File: src/rtl/alert_pkg.sv
package alert_pkg;

   // Selects how the gated conditions are reduced to one request.
   localparam int unsigned ALERT_COMBINE_FLAT = 0;
   localparam int unsigned ALERT_COMBINE_TREE = 1;

   // Pin level for a given request and polarity.
   function automatic logic pin_level(input logic request, input logic pol_high);
      return pol_high ? request : ~request;
   endfunction

endpackage

File: src/rtl/alert_combine.sv
module alert_combine #(
   parameter int unsigned NUM_COND      = 8,
   parameter int unsigned COMBINE_STYLE = alert_pkg::ALERT_COMBINE_FLAT
) (
   input  logic [NUM_COND-1:0] cond,
   input  logic [NUM_COND-1:0] cond_en,
   output logic                any_active
);
   localparam int unsigned LEVELS = (NUM_COND > 1) ? $clog2(NUM_COND) : 0;
   localparam int unsigned PADDED = 1 << LEVELS;

   logic [NUM_COND-1:0] gated;
   assign gated = cond & cond_en;

   if (COMBINE_STYLE == alert_pkg::ALERT_COMBINE_FLAT) begin : g_flat
      assign any_active = |gated;
   end else begin : g_tree
      logic [PADDED-1:0] padded;
      assign padded = PADDED'(gated);
      for (genvar lv = 0; lv <= LEVELS; lv++) begin : g_lvl
         logic [(PADDED >> lv)-1:0] v;
         if (lv == 0) begin : g_leaf
            assign v = padded;
         end else begin : g_node
            for (genvar k = 0; k < (PADDED >> lv); k++) begin : g_or
               assign v[k] = g_lvl[lv-1].v[2*k] | g_lvl[lv-1].v[2*k+1];
            end
         end
      end
      assign any_active = g_lvl[LEVELS].v[0];
   end

endmodule

File: src/rtl/alert_wdog.sv
module alert_wdog #(
   parameter int unsigned TIMEOUT_TICKS = 2000
) (
   input  logic                             clk,
   input  logic                             rst_n,
   input  logic                             tick,
   input  logic                             host_cmd,
   input  logic                             wd_en,
   input  logic                             hold,
   output logic                             fired,
   output logic                             armed,
   output logic [$clog2(TIMEOUT_TICKS)-1:0] count
);
   localparam int unsigned CW   = $clog2(TIMEOUT_TICKS);
   localparam logic [CW-1:0] LAST = CW'(TIMEOUT_TICKS - 1);

   logic [CW-1:0] cnt_q;
   logic          fired_q;
   logic          armed_q;
   logic          counting;

   assign counting = armed_q & wd_en & tick & ~fired_q;

   always_ff @(posedge clk or negedge rst_n) begin
      if (!rst_n) begin
         cnt_q   <= '0;
         fired_q <= 1'b0;
         armed_q <= 1'b0;
      end else if (!hold) begin
         if (host_cmd) begin
            cnt_q   <= '0;
            fired_q <= 1'b0;
            armed_q <= 1'b1;
         end else if (!wd_en) begin
            cnt_q   <= '0;
            fired_q <= 1'b0;
         end else if (counting) begin
            if (cnt_q == LAST) begin
               cnt_q   <= '0;
               fired_q <= 1'b1;
            end else begin
               cnt_q <= cnt_q + 1'b1;
            end
         end
      end
   end

   assign fired = fired_q;
   assign armed = armed_q;
   assign count = cnt_q;

endmodule

File: src/rtl/alert_outreg.sv
module alert_outreg #(
   parameter logic RESET_PIN_LEVEL = 1'b0
) (
   input  logic clk,
   input  logic rst_n,
   input  logic request,
   input  logic pol_high,
   input  logic hold,
   output logic pin
);
   logic pin_q;

   always_ff @(posedge clk or negedge rst_n) begin
      if (!rst_n) begin
         pin_q <= RESET_PIN_LEVEL;
      end else if (!hold) begin
         pin_q <= alert_pkg::pin_level(request, pol_high);
      end
   end

   assign pin = pin_q;

endmodule

File: src/rtl/alert_host_wdog.sv
module alert_host_wdog #(
   parameter int unsigned NUM_COND        = 8,
   parameter int unsigned TIMEOUT_TICKS   = 2000,
   parameter int unsigned COMBINE_STYLE   = alert_pkg::ALERT_COMBINE_FLAT,
   parameter logic        RESET_PIN_LEVEL = 1'b0
) (
   input  logic                clk,
   input  logic                rst_n,
   input  logic                ms_tick,
   input  logic [NUM_COND-1:0] cond,
   input  logic [NUM_COND-1:0] cond_en,
   input  logic                pol_high,
   input  logic                wdog_en,
   input  logic                host_cmd,
   input  logic                sleep,
   output logic                alert_pin
);
   localparam int unsigned CW = $clog2(TIMEOUT_TICKS);

   if (NUM_COND < 1) begin : g_bad_cond
      $error("alert_host_wdog: NUM_COND must be at least 1");
   end
   if (TIMEOUT_TICKS < 2) begin : g_bad_timeout
      $error("alert_host_wdog: TIMEOUT_TICKS must be at least 2");
   end
   if (COMBINE_STYLE > alert_pkg::ALERT_COMBINE_TREE) begin : g_bad_style
      $error("alert_host_wdog: unknown COMBINE_STYLE");
   end

   logic          cond_any;
   logic          wd_fired;
   logic          wd_armed;
   logic [CW-1:0] wd_cnt;
   logic          request;

   alert_combine #(
      .NUM_COND      (NUM_COND),
      .COMBINE_STYLE (COMBINE_STYLE)
   ) u_combine (
      .cond       (cond),
      .cond_en    (cond_en),
      .any_active (cond_any)
   );

   alert_wdog #(
      .TIMEOUT_TICKS (TIMEOUT_TICKS)
   ) u_wdog (
      .clk      (clk),
      .rst_n    (rst_n),
      .tick     (ms_tick),
      .host_cmd (host_cmd),
      .wd_en    (wdog_en),
      .hold     (sleep),
      .fired    (wd_fired),
      .armed    (wd_armed),
      .count    (wd_cnt)
   );

   assign request = cond_any | wd_fired;

   alert_outreg #(
      .RESET_PIN_LEVEL (RESET_PIN_LEVEL)
   ) u_out (
      .clk      (clk),
      .rst_n    (rst_n),
      .request  (request),
      .pol_high (pol_high),
      .hold     (sleep),
      .pin      (alert_pin)
   );

endmodule

File: config.mk
export PLATFORM = sky130hd
export DESIGN_NAME = alert_host_wdog
export DESIGN_NICKNAME = d
export VERILOG_FILES = /design/src/rtl/alert_pkg.sv /design/src/rtl/alert_combine.sv /design/src/rtl/alert_wdog.sv /design/src/rtl/alert_outreg.sv /design/src/rtl/alert_host_wdog.sv
export SDC_FILE = /design/constraint.sdc
export NUM_CORES = 1
export LEC_CHECK = 0
export ABC_AREA = 1
export BUFFER_PORTS_ARGS = -buffer_cell sky130_fd_sc_hd__buf_2
export CORE_MARGIN = 5
export CORE_UTILIZATION = 54
export DETAILED_ROUTE_END_ITERATION = 6
export HOLD_SLACK_MARGIN = 0.1
export PLACE_DENSITY_LB_ADDON = 0.1
export SLEW_MARGIN = 30
export SYNTH_ARGS = -nofsm -noshare
export SYNTH_HDL_FRONTEND = slang
export SYNTH_SLANG_ARGS = --single-unit
File: constraint.sdc
create_clock -name clk -period 4.25 [get_ports clk]
set_clock_uncertainty 0.2 [all_clocks]
set_input_delay 0.6375 -clock clk [delete_from_list [all_inputs] [get_ports clk]]
set_output_delay 0.6375 -clock clk [all_outputs]
set_load 0.005 [all_outputs]
Word level (Yosys, flattened, before mapping)
Index checks and enable logic that the tools add are counted.
{ "op_classes": {"add_sub_neg": 1, "eq_ne": 3, "n_mux": 9, "bitwise": 8, "n_reduce_logical": 4} }
{ "ops": {"columns": ["cell", "n"], "rows": [
  ["two-way mux 11 bit", 4],
  ["adder 11 x 1 -> 11 bit (second input constant)", 1],
  ["== test 11 bit (second input constant)", 1],
  ["AND 8 bit", 1],
  ["OR reduction 8 bit", 1],
  ["!= test 3 x 1 -> 1 bit (second input constant)", 2],
  ["two-way mux 1 bit", 5],
  ["AND reduction 2 bit", 2],
  ["AND 1 bit", 3],
  ["NOT 1 bit", 3],
  ["AND reduction 3 bit", 1],
  ["bitwise OR 1 bit", 1]
]} }
{ "word_totals": {"reg_bits": 14, "inputBits": 23} }

Depth between registers and ports, before layout
Gate-level depths: netlist of the first run.
{ "depth": {"word_depth": 6, "depth_mapped": 9, "mapped_depth_nobuf": 8} }

Cells and area by module
A second synthesis of the first run with hierarchy kept.
{ "unflattened": {"hier_cells": 130, "area_unflattened_um2": 932.1} }
{ "by_module_without_submodules": {"columns": ["module", "n_inst", "cells_each", "area_per_inst_um2", "seq_area_each_um2"], "rows": [
  ["alert_wdog", 1, 103, 808.3, 325.3],
  ["alert_combine", 1, 15, 56.3, 0.0],
  ["alert_outreg", 1, 9, 56.3, 25.0],
  ["alert_host_wdog", 1, 3, 11.3, 0.0]
]} }

Worst setup path before layout of the first run
OpenSTA, ideal clock, no wires.
{ "synth_path": {"path_kind": "input-to-reg", "startpoint": "in host_cmd", "endpoint": "reg u_wdog.cnt_q[8] (netlist: u_wdog.count[8])", "setup_time_ns": 0.116, "t_arrival_ns": 1.286, "required_time_ns": 3.934, "path_slack_ns": 2.648, "cell_stages": 8, "path_buffers": 1, "path_cell_list": "inv_1 nand2_1 nand2_4 nand2_4 buf_8 nand3_1 o21ai_2 nor2_1"} }
{ "synth_between": {"elab_chain_len": 2, "word_cells_on_any_way": 3} }
{ "synth_lines": {"columns": ["item", "line_no", "source"], "rows": [
  ["start, declared", "alert_host_wdog.sv:14", "input logic host_cmd,"],
  ["!= test 3 x 1 -> 1 bit (no line)", null, null],
  ["AND reduction 2 bit (no line)", null, null],
  ["end signal, assigned", "alert_wdog.sv:42", "cnt_q <= cnt_q + 1'b1;"],
  ["end, declared", "alert_wdog.sv:17", "logic [CW-1:0] cnt_q;"]
]} }
Parallel ways exist; a longest one is shown, timed or not.
A chain may end at the register's enable or synchronous reset.

Worst setup path in the final report of the first run
{ "layout_path": {"startpoint": "reg u_wdog.cnt_q[0] (netlist: u_wdog.count[0])", "endpoint": "reg u_wdog.cnt_q[4] (netlist: u_wdog.count[4])"} }
{ "layout_between": {"elab_chain_len": 5, "word_cells_on_any_way": 6} }
{ "layout_lines": {"columns": ["item", "line_no", "source"], "rows": [
  ["adder 11 x 1 -> 11 bit or == test 11 bit (tied branches)", "alert_wdog.sv:42, alert_wdog.sv:38", null],
  ["two-way mux 11 bit (*)", "alert_wdog.sv:38", "if (cnt_q == LAST) begin"],
  ["two-way mux 11 bit (*)", "alert_wdog.sv:37", "end else if (counting) begin"],
  ["two-way mux 11 bit (*)", "alert_wdog.sv:34", "end else if (!wd_en) begin"],
  ["two-way mux 11 bit (*)", "alert_wdog.sv:30", "if (host_cmd) begin"]
]} }
Every way passes the cells marked *; elsewhere a longest branch is shown, timed or not. The select of a mux whose other input is x is not followed.

==> flow_results.xml, run 1 <==
<?xml version="1.0" encoding="UTF-8"?>
<metrics>
  <group name="clocking">
    <metric name="cts.root.buffer_cell" unit="">sky130_fd_sc_hd__clkbuf_4</metric>
    <metric name="ctsHtreeMaxLevel" unit="">1</metric>
    <metric name="cts_buffer_depth" unit="">2</metric>
    <metric name="clkLatencyLatePin" unit="ps">270</metric>
    <metric name="post_cts.repair.setup_buffers" unit="">0</metric>
    <metric name="cts_num_sinks" unit="">14</metric>
    <metric name="cts_inserted_buffers" unit="">3</metric>
    <metric name="cts.clk_slew.worst_paths" unit="ps">80</metric>
    <metric name="cts_tree" unit="">done</metric>
  </group>
  <group name="logic_synthesis">
    <metric name="netlist_area" unit="um2">891</metric>
    <metric name="synth-warning-count" unit="">0</metric>
    <metric name="synth_commonest_cells" unit="">sky130_fd_sc_hd__nand2_1 (40), sky130_fd_sc_hd__inv_1 (20), sky130_fd_sc_hd__nor2_1 (20)</metric>
    <metric name="netlist_top_cells_area" unit="">sky130_fd_sc_hd__dfrtp_1 (39%), sky130_fd_sc_hd__nand2_1 (17%), sky130_fd_sc_hd__inv_1 (8.4%)</metric>
    <metric name="synthArstFlopShare" unit="%">100</metric>
    <metric name="dominantRegCellSynth" unit="">sky130_fd_sc_hd__dfrtp_1</metric>
    <metric name="synth-seq-area-share" unit="%">39.3</metric>
    <metric name="synth_edf_count" unit="">0</metric>
    <metric name="synth_nets" unit="">151</metric>
    <metric name="synth.distinct_cells" unit="">19</metric>
    <metric name="post-synth-top-area-cell" unit="">sky130_fd_sc_hd__dfrtp_1</metric>
    <metric name="synth-seq-cells" unit="">14</metric>
    <metric name="yosys.area.top_type_share" unit="%">39.3</metric>
    <metric name="post_synth.cell_area_avg" unit="um2">7.01</metric>
    <metric name="cell_with_the_most_instances_after_synthesis" unit="">sky130_fd_sc_hd__nand2_1</metric>
    <metric name="postSynthCellCount" unit="">127</metric>
  </group>
  <group name="drt">
    <metric name="drtPass1Iterations" unit="">4</metric>
    <metric name="vias_per_cell" unit="">4.85</metric>
    <metric name="vias" unit="">820</metric>
    <metric name="route.detailed.drc" unit="">0</metric>
    <metric name="wire_per_inst" unit="um">10.2</metric>
    <metric name="drt.antenna.violating_nets" unit="">0</metric>
    <metric name="first_iter_violations" unit="">26</metric>
    <metric name="detail_route.wirelength" unit="mm">1.73</metric>
  </group>
  <group name="grt">
    <metric name="antenna_found_initial" unit="">0</metric>
    <metric name="first_global_vias" unit="">752</metric>
    <metric name="largest_net_degree_at_the_start_of_global_routing" unit="">16</metric>
    <metric name="grt-ovfl-total" unit="">0</metric>
    <metric name="grt_pass1_wl" unit="mm">3.02</metric>
    <metric name="grtUsageTotal" unit="%">15.4</metric>
  </group>
  <group name="finish">
    <metric name="fraction_of_final_layout_cells_sized_beyond_drive_strength_1" unit="%">23.5</metric>
    <metric name="area.growth.synth_to_final" unit="%">17.1</metric>
    <metric name="diodes" unit="">0</metric>
    <metric name="number_of_nets_in_the_layout" unit="">179</metric>
  </group>
  <group name="worst_setup_path">
    <metric name="critical_path_required" unit="ps">4260</metric>
    <metric name="worst-endpoint-arrival" unit="ps">1630</metric>
    <metric name="r2r_cells" unit="">8</metric>
    <metric name="crit_type" unit="">flip-flop to flip-flop</metric>
    <metric name="worst_r2r_startpoint" unit="">u_wdog.count[0]</metric>
    <metric name="setup.reg_to_reg.worst_slack" unit="ps">2630</metric>
    <metric name="critPathLaunch" unit="">u_wdog.count[0]</metric>
    <metric name="worstSetupEndpoint" unit="">u_wdog.count[4]</metric>
    <metric name="timing.critical_path.fanout_max" unit="">9</metric>
    <metric name="critical_path_end_type" unit="">flip-flop</metric>
    <metric name="critical_path.reg2reg.endpoint" unit="">u_wdog.count[4]</metric>
    <metric name="critical_path.startpoint_type" unit="">flip-flop</metric>
  </group>
  <group name="floorplan">
    <metric name="design.core.area" unit="um2">1540</metric>
    <metric name="chipWidth" unit="um">50.6</metric>
    <metric name="initial_utilization" unit="%">57.8</metric>
    <metric name="row_count" unit="">14</metric>
    <metric name="die_area" unit="um2">2560</metric>
    <metric name="ioPinCount" unit="">24</metric>
    <metric name="chipHeight" unit="um">50.6</metric>
  </group>
  <group name="job">
    <metric name="cap_violations" unit="">0</metric>
  </group>
  <group name="sta">
    <metric name="setup_total_negative_slack" unit="ps">0</metric>
    <metric name="period_share" unit="%">38.2</metric>
    <metric name="report.final.hold_viol_count" unit="">0</metric>
    <metric name="max_freq" unit="GHz">0.617</metric>
    <metric name="relative_slew_slack" unit="%">79.8</metric>
    <metric name="worst-slew-pin-transition" unit="ps">303</metric>
    <metric name="drv_slew" unit="">0</metric>
    <metric name="setup_viol_count_final" unit="">0</metric>
    <metric name="finalWorstPathRequiredPeriod" unit="ps">1620</metric>
    <metric name="rsz0062_at_grt" unit="">false</metric>
  </group>
  <group name="hold_path">
    <metric name="timing.hold.worst.class" unit="">flip-flop to flip-flop</metric>
  </group>
  <group name="power_and_ir_drop">
    <metric name="p_total" unit="W">0.000258</metric>
    <metric name="power.static_leakage" unit="nW">0.605</metric>
    <metric name="ir_worst_vdd" unit="mV">0.166</metric>
    <metric name="power-per-cell-area" unit="nW/um2">247</metric>
  </group>
  <group name="place">
    <metric name="hpwlAfterDp" unit="mm">1.39</metric>
    <metric name="place.port_buffers" unit="">23</metric>
    <metric name="place.gp.congestion" unit="">0.809</metric>
  </group>
  <group name="outcome">
    <metric name="run_status" unit="">complete, no violations</metric>
  </group>
</metrics>
[placed cells by master (no fill, tap or decap)]
cell type	count
sky130_fd_sc_hd__a21boi_2	1
sky130_fd_sc_hd__a21oi_1	1
sky130_fd_sc_hd__buf_2	23
sky130_fd_sc_hd__clkbuf_4	3
sky130_fd_sc_hd__dfrtp_1	14
sky130_fd_sc_hd__dlygate4sd3_1	1
sky130_fd_sc_hd__ha_1	1
sky130_fd_sc_hd__inv_1	20
sky130_fd_sc_hd__inv_2	2
sky130_fd_sc_hd__nand2_1	40
sky130_fd_sc_hd__nand2_2	1
sky130_fd_sc_hd__nand2_4	3
sky130_fd_sc_hd__nand3_1	11
sky130_fd_sc_hd__nand4_1	3
sky130_fd_sc_hd__nor2_1	20
sky130_fd_sc_hd__nor3_2	1
sky130_fd_sc_hd__nor3_4	1
sky130_fd_sc_hd__o21ai_0	3
sky130_fd_sc_hd__o21ai_2	1
sky130_fd_sc_hd__o21bai_1	1
sky130_fd_sc_hd__xor2_1	2
[routing by layer]
layer  part of all wire (%)  track usage, %
met1                     44            18.8
met2                     50            24.6
met3                    3.8            3.55
met4                    2.3            8.51
met5                      0               0
[worst max-delay path: stages (launching register included)]
cell	delay (ps)
sky130_fd_sc_hd__dfrtp_1	420
sky130_fd_sc_hd__ha_1	230
sky130_fd_sc_hd__nand3_1	140
sky130_fd_sc_hd__inv_1	50
sky130_fd_sc_hd__nand3_1	90
sky130_fd_sc_hd__nand2_1	110
sky130_fd_sc_hd__nand2_4	150
sky130_fd_sc_hd__nand2_1	80
sky130_fd_sc_hd__nor2_1	100
[layout make-up]
class | count | area, um2
clock buffers | 3 | 22.5
fillers | 144 | 498
well taps | 16 | 20.0
repair buffers | 24 | 125
multi-input cells | 90 | 443
inverters | 22 | 82.6
flip-flops and latches | 14 | 350
[worst min path at each step]
stage / from / endpoint / slack, ps / cells after the start
2_1_floorplan: rst_n / u_out.pin / 140 / 0
3_3_place_gp: u_out.pin / u_out.pin / 270 / 2
3_5_place_dp: u_wdog.armed / u_wdog.armed / 270 / 1
4_1_cts: u_wdog.armed / u_wdog.armed / 290 / 1
5_1_grt: u_out.pin / u_out.pin / 310 / 2
6_report: u_wdog.armed / u_wdog.armed / 280 / 1
[power breakdown]
part	total, W	internal (W)	leakage [nW]	switching, W
sequential	0.000141	0.000137	0.186	0.00000343
combinational	0.0000446	0.0000185	0.406	0.0000261
clock	0.0000726	0.0000328	0.0138	0.0000398
total	0.000258	0.000189	0.605	0.0000693
[registers in the layout, indices dropped and copies added (netlist names)]
register and count:
u_wdog.fired 1, u_wdog.count 11, u_out.pin 1, u_wdog.armed 1
[what timing repair did]
| item | in CTS | in global routing |
|---|---|---|
| hold endpoints to repair | 14 | 0 |
| resized for setup | 0 | 0 |
| hold buffers | 1 | 0 |
[stage by stage]
stage	setup WS (ps)	hold WS [ps]	area, um2	instances	util (%)
floorplan	2650	142	891	127	-
global placement	2510	273	1010	165	65.6
detailed placement	2470	266	1010	165	65.6
CTS	2630	288	1040	169	67.7
global route	2520	310	1040	169	67.7
finish	2630	284	1040	169	67.7
[cells by family (layout without fill, tap and decap cells)]
family | Yosys count | count (layout) | share of synthesized area (%)
xor gates and xnor gates | 2 | 2 | 1.97
DFF | 14 | 14 | 39.3
buffers and inverters | 23 | 49 | 11.0
AOI/OAI and AO/OA | 7 | 7 | 5.34
and+or+nand+nor | 80 | 80 | 41.0
adders and majority gates | 1 | 1 | 1.40
(Power assumes the default switching activity.)
==> run 2: changes to the inputs <==
- CORE_UTILIZATION: 54 -> 50
- clock period: 4.25 -> 1.7 ns (I/O delays scaled with it)
==> flow_results.xml, run 2 (synthesized netlist as in run 1, its figures left out) <==
<?xml version="1.0" encoding="UTF-8"?>
<metrics>
  <group name="worst_setup_path">
    <metric name="total_stage_count_of_the_critical_path" unit="">4</metric>
    <metric name="critical_path.slowest_cell" unit="">sky130_fd_sc_hd__dlygate4sd3_1</metric>
    <metric name="worst-endpoint-arrival" unit="ps">1640</metric>
    <metric name="cell_by_cell_listing_of_the_critical_path" unit="">buf_2 -&gt; dlygate4sd3_1 -&gt; o21bai_1 -&gt; dlygate4sd3_1</metric>
    <metric name="timing.critical_path.fanout_max" unit="">3</metric>
    <metric name="critical_path.startpoint_type" unit="">input port</metric>
    <metric name="cpMostUsedCell" unit="">sky130_fd_sc_hd__dlygate4sd3_1</metric>
    <metric name="r2r_cells" unit="">8</metric>
    <metric name="crit_type" unit="">input port to flip-flop</metric>
    <metric name="critical_path_required" unit="ps">1720</metric>
    <metric name="critical_path_end_type" unit="">flip-flop</metric>
    <metric name="worst-path-buf-inv" unit="">3</metric>
    <metric name="cpLargestDelayFamily" unit="">buffers and inverters</metric>
    <metric name="cp_max_stage_delay" unit="ps">580</metric>
  </group>
  <group name="grt">
    <metric name="first_global_vias" unit="">847</metric>
    <metric name="largest_net_degree_at_the_start_of_global_routing" unit="">16</metric>
    <metric name="antenna_found_initial" unit="">0</metric>
    <metric name="grtUsageTotal" unit="%">15.8</metric>
    <metric name="grt-ovfl-total" unit="">0</metric>
    <metric name="grt_pass1_wl" unit="mm">3.28</metric>
  </group>
  <group name="floorplan">
    <metric name="initial_utilization" unit="%">52.2</metric>
    <metric name="chipHeight" unit="um">52.2</metric>
    <metric name="design.core.area" unit="um2">1710</metric>
    <metric name="row_count" unit="">15</metric>
    <metric name="ioPinCount" unit="">24</metric>
    <metric name="chipWidth" unit="um">52.2</metric>
    <metric name="die_area" unit="um2">2730</metric>
  </group>
  <group name="sta">
    <metric name="relative_slew_slack" unit="%">78.1</metric>
    <metric name="rsz0062_at_grt" unit="">false</metric>
    <metric name="setup_viol_count_final" unit="">0</metric>
    <metric name="setup_total_negative_slack" unit="ps">0</metric>
    <metric name="drv_slew" unit="">0</metric>
    <metric name="max_freq" unit="GHz">0.617</metric>
    <metric name="finalWorstPathRequiredPeriod" unit="ps">1620</metric>
    <metric name="worst-slew-pin-transition" unit="ps">329</metric>
    <metric name="period_share" unit="%">95.4</metric>
    <metric name="report.final.hold_viol_count" unit="">0</metric>
  </group>
  <group name="clocking">
    <metric name="cts_buffer_depth" unit="">2</metric>
    <metric name="ctsHtreeMaxLevel" unit="">1</metric>
    <metric name="cts_num_sinks" unit="">14</metric>
    <metric name="cts.root.buffer_cell" unit="">sky130_fd_sc_hd__clkbuf_4</metric>
    <metric name="clkLatencyLatePin" unit="ps">270</metric>
    <metric name="cts.clk_slew.worst_paths" unit="ps">90</metric>
    <metric name="cts_inserted_buffers" unit="">3</metric>
    <metric name="cts_tree" unit="">done</metric>
  </group>
  <group name="job">
    <metric name="cap_violations" unit="">0</metric>
  </group>
  <group name="finish">
    <metric name="fraction_of_final_layout_cells_sized_beyond_drive_strength_1" unit="%">25.3</metric>
    <metric name="number_of_nets_in_the_layout" unit="">183</metric>
    <metric name="diodes" unit="">0</metric>
    <metric name="largest_register_ffs" unit="">11</metric>
    <metric name="area.growth.synth_to_final" unit="%">24.9</metric>
    <metric name="post-route-cell-area" unit="um2">1110</metric>
    <metric name="num-fill-cells" unit="">163</metric>
    <metric name="mostFrequentLayoutCells" unit="">sky130_fd_sc_hd__nand2_1 (39), sky130_fd_sc_hd__buf_2 (23), sky130_fd_sc_hd__inv_1 (20), sky130_fd_sc_hd__nor2_1 (20), sky130_fd_sc_hd__dfrtp_1 (14)</metric>
    <metric name="leading_cell_type_in_the_layout_fill_and_taps_excluded" unit="">sky130_fd_sc_hd__nand2_1</metric>
  </group>
  <group name="hold_path">
    <metric name="holdPathStages" unit="">4</metric>
    <metric name="timing.hold.worst.class" unit="">input port to flip-flop</metric>
  </group>
  <group name="power_and_ir_drop">
    <metric name="ir_worst_vdd" unit="mV">0.430</metric>
    <metric name="internal-power" unit="W">0.000524</metric>
    <metric name="share_of_power_burned_in_combinational_logic" unit="%">16.7</metric>
    <metric name="power.static_leakage" unit="nW">0.626</metric>
    <metric name="power_frac_seq" unit="%">49.6</metric>
    <metric name="power.share.clock" unit="%">33.7</metric>
    <metric name="power-per-cell-area" unit="nW/um2">637</metric>
    <metric name="switching_power" unit="W">0.000185</metric>
    <metric name="switching_part_of_the_total_power" unit="%">26.1</metric>
  </group>
  <group name="drt">
    <metric name="drt.antenna.violating_nets" unit="">0</metric>
    <metric name="route.detailed.drc" unit="">0</metric>
    <metric name="drtPass1Iterations" unit="">4</metric>
    <metric name="vias" unit="">867</metric>
    <metric name="first_iter_violations" unit="">15</metric>
    <metric name="detail_route.wirelength" unit="mm">1.91</metric>
    <metric name="vias_per_cell" unit="">4.74</metric>
    <metric name="wire_per_inst" unit="um">10.4</metric>
  </group>
  <group name="place">
    <metric name="place.port_buffers" unit="">23</metric>
    <metric name="cell_area_after_placement" unit="um2">1020</metric>
    <metric name="hpwlAfterDp" unit="mm">1.43</metric>
    <metric name="place.gp.congestion" unit="">0.846</metric>
  </group>
  <group name="outcome">
    <metric name="run_status" unit="">complete, no violations</metric>
  </group>
</metrics>
[run 2: stage by stage]
step	hold slack (ps)	setup slack, ps	util (%)	total power (W)	instances
global placement	-29.6	183	59.9	0.000465	174
CTS	122	87.8	64.3	0.000716	182
floorplan	-241	262	-	0.000428	127
global route	158	35.6	65.1	0.000753	183
finish	129	78.4	65.1	0.000708	183
detailed placement	-26.9	118	59.9	0.000469	174
[run 2: layer usage]
metal	vias up	GRT usage [%]	routed length, um
met4	0	5.11	18
met2	17	29.5	974
li1	453	-	-
met1	393	18.1	846
met5	-	0	0
met3	4	2.56	68
[run 2: power groups by stage]
stage / Clock (W) / Combinational, W / Sequential (W)
after detailed placement: 0 / 0.000111 / 0.000358
final: 0.000239 / 0.000118 / 0.000351
after CTS: 0.000249 / 0.000116 / 0.000352
after global placement: 0 / 0.000108 / 0.000357
after floorplan: 0 / 0.0000709 / 0.000357
after global routing: 0.000264 / 0.000136 / 0.000353
[run 2: repair_timing]
action / 4_1_cts / 5_1_grt
hold endpoints to repair: 16 / 0
hold buffers: 4 / 0
setup buffers: 0 / 0
endpoints found under the setup margin: 0 / 5
gates resized for setup: 0 / 2
[run 2: layout make-up]
class	count	area (um2)	area share (%)
Tap cell	25	31.3	2.81
Clock buffer	4	36.3	3.26
Timing Repair Buffer	27	155	13.9
Inverter	22	82.6	7.42
Sequential cell	14	350	31.5
Multi-Input combinational cell	91	457	41.1
[run 2: worst register-to-register path, cell delays in order, from the launching register on]
cell and delay [ps]:
sky130_fd_sc_hd__dfrtp_1 410, sky130_fd_sc_hd__ha_1 230, sky130_fd_sc_hd__nand3_2 110, sky130_fd_sc_hd__inv_1 50, sky130_fd_sc_hd__nand3_1 110, sky130_fd_sc_hd__nand2_2 110
sky130_fd_sc_hd__nand2_2 140, sky130_fd_sc_hd__nand2_1 60, sky130_fd_sc_hd__nor2_1 90
[run 2: worst paths after layout]
| path | startpoint | end | slack (ps) |
|---|---|---|---|
| setup / recovery | sleep | u_wdog.armed | 80 |
| min in group asynchronous | rst_n | u_wdog.armed | 200 |
| hold reg to reg | u_out.pin | u_out.pin | 300 |
| hold / removal | sleep | u_out.pin | 130 |
| setup reg to reg | u_wdog.count[0] | u_wdog.count[6] | 140 |
| max in group asynchronous | rst_n | u_wdog.count[7] | 860 |
==> run 3: changes to the inputs <==
- CORE_UTILIZATION: 50 -> 51
- SYNTH_HIERARCHICAL: not set -> 1
==> flow_results.xml, run 3 <==
<?xml version="1.0" encoding="UTF-8"?>
<metrics>
  <group name="outcome">
    <metric name="run_status" unit="">complete, no violations</metric>
  </group>
  <group name="drt">
    <metric name="vias" unit="">900</metric>
    <metric name="detail_route.wirelength" unit="mm">2.14</metric>
    <metric name="drt.antenna.violating_nets" unit="">0</metric>
    <metric name="wire_per_inst" unit="um">11.0</metric>
    <metric name="vias_per_cell" unit="">4.62</metric>
    <metric name="drtPass1Iterations" unit="">4</metric>
    <metric name="route.detailed.drc" unit="">0</metric>
    <metric name="first_iter_violations" unit="">14</metric>
  </group>
  <group name="worst_setup_path">
    <metric name="critical_path.startpoint_type" unit="">input port</metric>
    <metric name="worst-path-buf-inv" unit="">3</metric>
    <metric name="setup.reg_to_reg.worst_slack" unit="ps">110</metric>
    <metric name="critical_path_end_type" unit="">flip-flop</metric>
    <metric name="crit_type" unit="">input port to flip-flop</metric>
    <metric name="critical_path_required" unit="ps">1680</metric>
    <metric name="r2r_cells" unit="">8</metric>
    <metric name="cpMostUsedCell" unit="">sky130_fd_sc_hd__dlygate4sd3_1</metric>
    <metric name="critical_path.slowest_cell" unit="">sky130_fd_sc_hd__dlygate4sd3_1</metric>
    <metric name="worst-endpoint-arrival" unit="ps">1630</metric>
    <metric name="worst_r2r_startpoint" unit="">u_wdog/count[1]</metric>
    <metric name="critical_path.reg2reg.endpoint" unit="">u_wdog/fired</metric>
    <metric name="cp_max_stage_delay" unit="ps">580</metric>
    <metric name="cell_by_cell_listing_of_the_critical_path" unit="">dlygate4sd3_1 -&gt; buf_2 -&gt; nand2_2 -&gt; dlygate4sd3_1 -&gt; o21ai_2</metric>
    <metric name="timing.critical_path.fanout_max" unit="">3</metric>
    <metric name="cpLargestDelayFamily" unit="">buffers and inverters</metric>
  </group>
  <group name="sta">
    <metric name="report.final.hold_viol_count" unit="">0</metric>
    <metric name="setup_total_negative_slack" unit="ps">0</metric>
    <metric name="period_share" unit="%">97.1</metric>
    <metric name="drv_slew" unit="">0</metric>
    <metric name="setup_viol_count_final" unit="">0</metric>
    <metric name="max_freq" unit="GHz">0.606</metric>
    <metric name="relative_slew_slack" unit="%">79.6</metric>
    <metric name="hold_slack" unit="ps">184</metric>
    <metric name="worst-slew-pin-transition" unit="ps">306</metric>
    <metric name="finalWorstPathRequiredPeriod" unit="ps">1650</metric>
  </group>
  <group name="floorplan">
    <metric name="ioPinCount" unit="">24</metric>
    <metric name="chipWidth" unit="um">52.8</metric>
    <metric name="initial_utilization" unit="%">54.0</metric>
    <metric name="design.core.area" unit="um2">1730</metric>
    <metric name="die_area" unit="um2">2780</metric>
    <metric name="row_count" unit="">15</metric>
    <metric name="chipHeight" unit="um">52.8</metric>
  </group>
  <group name="logic_synthesis">
    <metric name="cell_with_the_most_instances_after_synthesis" unit="">sky130_fd_sc_hd__nand2_1</metric>
    <metric name="netlist_area" unit="um2">932</metric>
    <metric name="synthArstFlopShare" unit="%">100</metric>
    <metric name="synth_nets" unit="">154</metric>
    <metric name="post_synth.cell_area_avg" unit="um2">7.17</metric>
    <metric name="dominantRegCellSynth" unit="">sky130_fd_sc_hd__dfrtp_1</metric>
    <metric name="synth-warning-count" unit="">6</metric>
    <metric name="synth_commonest_cells" unit="">sky130_fd_sc_hd__nand2_1 (47), sky130_fd_sc_hd__inv_1 (16), sky130_fd_sc_hd__dfrtp_1 (14)</metric>
    <metric name="postSynthCellCount" unit="">130</metric>
    <metric name="netlist_top_cells_area" unit="">sky130_fd_sc_hd__dfrtp_1 (38%), sky130_fd_sc_hd__nand2_1 (19%), sky130_fd_sc_hd__inv_1 (6.4%)</metric>
    <metric name="yosys.area.top_type_share" unit="%">37.6</metric>
    <metric name="synth.distinct_cells" unit="">22</metric>
    <metric name="post-synth-top-area-cell" unit="">sky130_fd_sc_hd__dfrtp_1</metric>
    <metric name="synth-seq-area-share" unit="%">37.6</metric>
    <metric name="synth-seq-cells" unit="">14</metric>
    <metric name="synth_edf_count" unit="">0</metric>
  </group>
  <group name="finish">
    <metric name="diodes" unit="">0</metric>
    <metric name="number_of_nets_in_the_layout" unit="">195</metric>
    <metric name="leading_cell_type_in_the_layout_fill_and_taps_excluded" unit="">sky130_fd_sc_hd__nand2_1</metric>
    <metric name="fraction_of_final_layout_cells_sized_beyond_drive_strength_1" unit="%">35.3</metric>
    <metric name="largest_register_ffs" unit="">11</metric>
    <metric name="area.growth.synth_to_final" unit="%">34.5</metric>
    <metric name="post-route-cell-area" unit="um2">1250</metric>
    <metric name="mostFrequentLayoutCells" unit="">sky130_fd_sc_hd__nand2_1 (46), sky130_fd_sc_hd__buf_2 (22), sky130_fd_sc_hd__inv_1 (16)</metric>
    <metric name="number_of_standard_cells_in_the_final_layout_excluding_fillers" unit="">195</metric>
  </group>
  <group name="power_and_ir_drop">
    <metric name="ir_worst_vdd" unit="mV">0.318</metric>
    <metric name="power.static_leakage" unit="nW">0.671</metric>
    <metric name="power-per-cell-area" unit="nW/um2">599</metric>
  </group>
  <group name="clocking">
    <metric name="ctsHtreeMaxLevel" unit="">1</metric>
    <metric name="cts_tree" unit="">done</metric>
    <metric name="cts_buffer_depth" unit="">2</metric>
    <metric name="cts_inserted_buffers" unit="">3</metric>
    <metric name="cts.root.buffer_cell" unit="">sky130_fd_sc_hd__clkbuf_4</metric>
    <metric name="cts.clk_slew.worst_paths" unit="ps">80</metric>
    <metric name="clkLatencyLatePin" unit="ps">280</metric>
    <metric name="cts_num_sinks" unit="">14</metric>
  </group>
  <group name="grt">
    <metric name="grt_use_met2" unit="%">28.3</metric>
    <metric name="top_usage_layer" unit="">met2</metric>
    <metric name="largest_net_degree_at_the_start_of_global_routing" unit="">18</metric>
    <metric name="antenna_found_initial" unit="">0</metric>
    <metric name="globalRouteMet3Util" unit="%">5.13</metric>
    <metric name="grt-ovfl-total" unit="">0</metric>
    <metric name="grtUsageMet1" unit="%">19.9</metric>
    <metric name="grtUsageTotal" unit="%">17.4</metric>
    <metric name="grt_pass1_wl" unit="mm">3.51</metric>
    <metric name="first_global_vias" unit="">870</metric>
  </group>
  <group name="place">
    <metric name="place.port_buffers" unit="">23</metric>
    <metric name="place.gp.congestion" unit="">0.760</metric>
    <metric name="cell_area_after_placement" unit="um2">1070</metric>
    <metric name="dpl.cell_count" unit="">177</metric>
    <metric name="hpwlAfterDp" unit="mm">1.48</metric>
  </group>
  <group name="job">
    <metric name="cap_violations" unit="">0</metric>
  </group>
  <group name="hold_path">
    <metric name="timing.hold.worst.class" unit="">input port to asynchronous set/reset pin</metric>
  </group>
</metrics>
-- run 3: logic make-up after synthesis --
kind of cell | share of synthesized area, %
and+or+nand+nor | 43.6
buffers and inverters | 11.0
DFF | 37.6
AOI/OAI and AO/OA | 3.62
xor gates and xnor gates | 2.82
adders and majority gates | 1.34
-- run 3: metrics by stage --
stage / util, % / total power [W] / setup slack [ps]
finish: 72.6 / 0.000751 / 49.9
global route: 72.6 / 0.000796 / -3.65
CTS: 67.4 / 0.000723 / 48.6
detailed placement: 61.8 / 0.000473 / 65.9
global placement: 61.8 / 0.000470 / 137
floorplan: - / 0.000431 / 185
-- run 3: worst max-delay path by stage --
| stage | start | endpoint | slack, ps | depth (start not counted) |
|---|---|---|---|---|
| floorplan | u_wdog/count[0] | u_wdog/count[4] | 180 | 8 |
| global placement | u_wdog/count[0] | u_wdog/count[2] | 140 | 8 |
| detailed placement | u_wdog/count[0] | u_wdog/count[4] | 70 | 8 |
| CTS | u_wdog/count[0] | u_wdog/count[4] | 50 | 8 |
| global route | sleep | u_wdog/count[2] | -4 | 9 |
| finish | wdog_en | u_wdog/fired | 50 | 5 |
-- run 3: final cells by class --
cell class / count / area, um2
Tap cell: 25 / 31.3
Fill cell: 135 / 473
Sequential cell: 14 / 350
Inverter: 20 / 93.8
Timing Repair Buffer: 37 / 245
Clock buffer: 4 / 36.3
Multi-Input combinational cell: 95 / 497
-- run 3: metal layers --
layer	part of all wire (%)	vias to the layer above	routed length, um
met1	45	398	958
met5	0	-	0
met4	2.2	0	47
li1	-	474	-
met2	49	23	1050
met3	3.7	5	80
-- run 3: what timing repair did --
action | CTS | global route
gates resized for setup | 0 | 10
hold buffers | 6 | 0
setup buffers | 0 | 8
endpoints found under the setup margin | 0 | 11
hold endpoints to repair | 17 | 0
-- run 3: power by group --
group / total (W) / leakage, nW / switching, W / internal (W)
combinational: 0.000161 / 0.463 / 0.0000808 / 0.0000801
sequential: 0.000354 / 0.187 / 0.0000101 / 0.000344
clock: 0.000236 / 0.0210 / 0.000106 / 0.000131
total: 0.000751 / 0.671 / 0.000196 / 0.000554
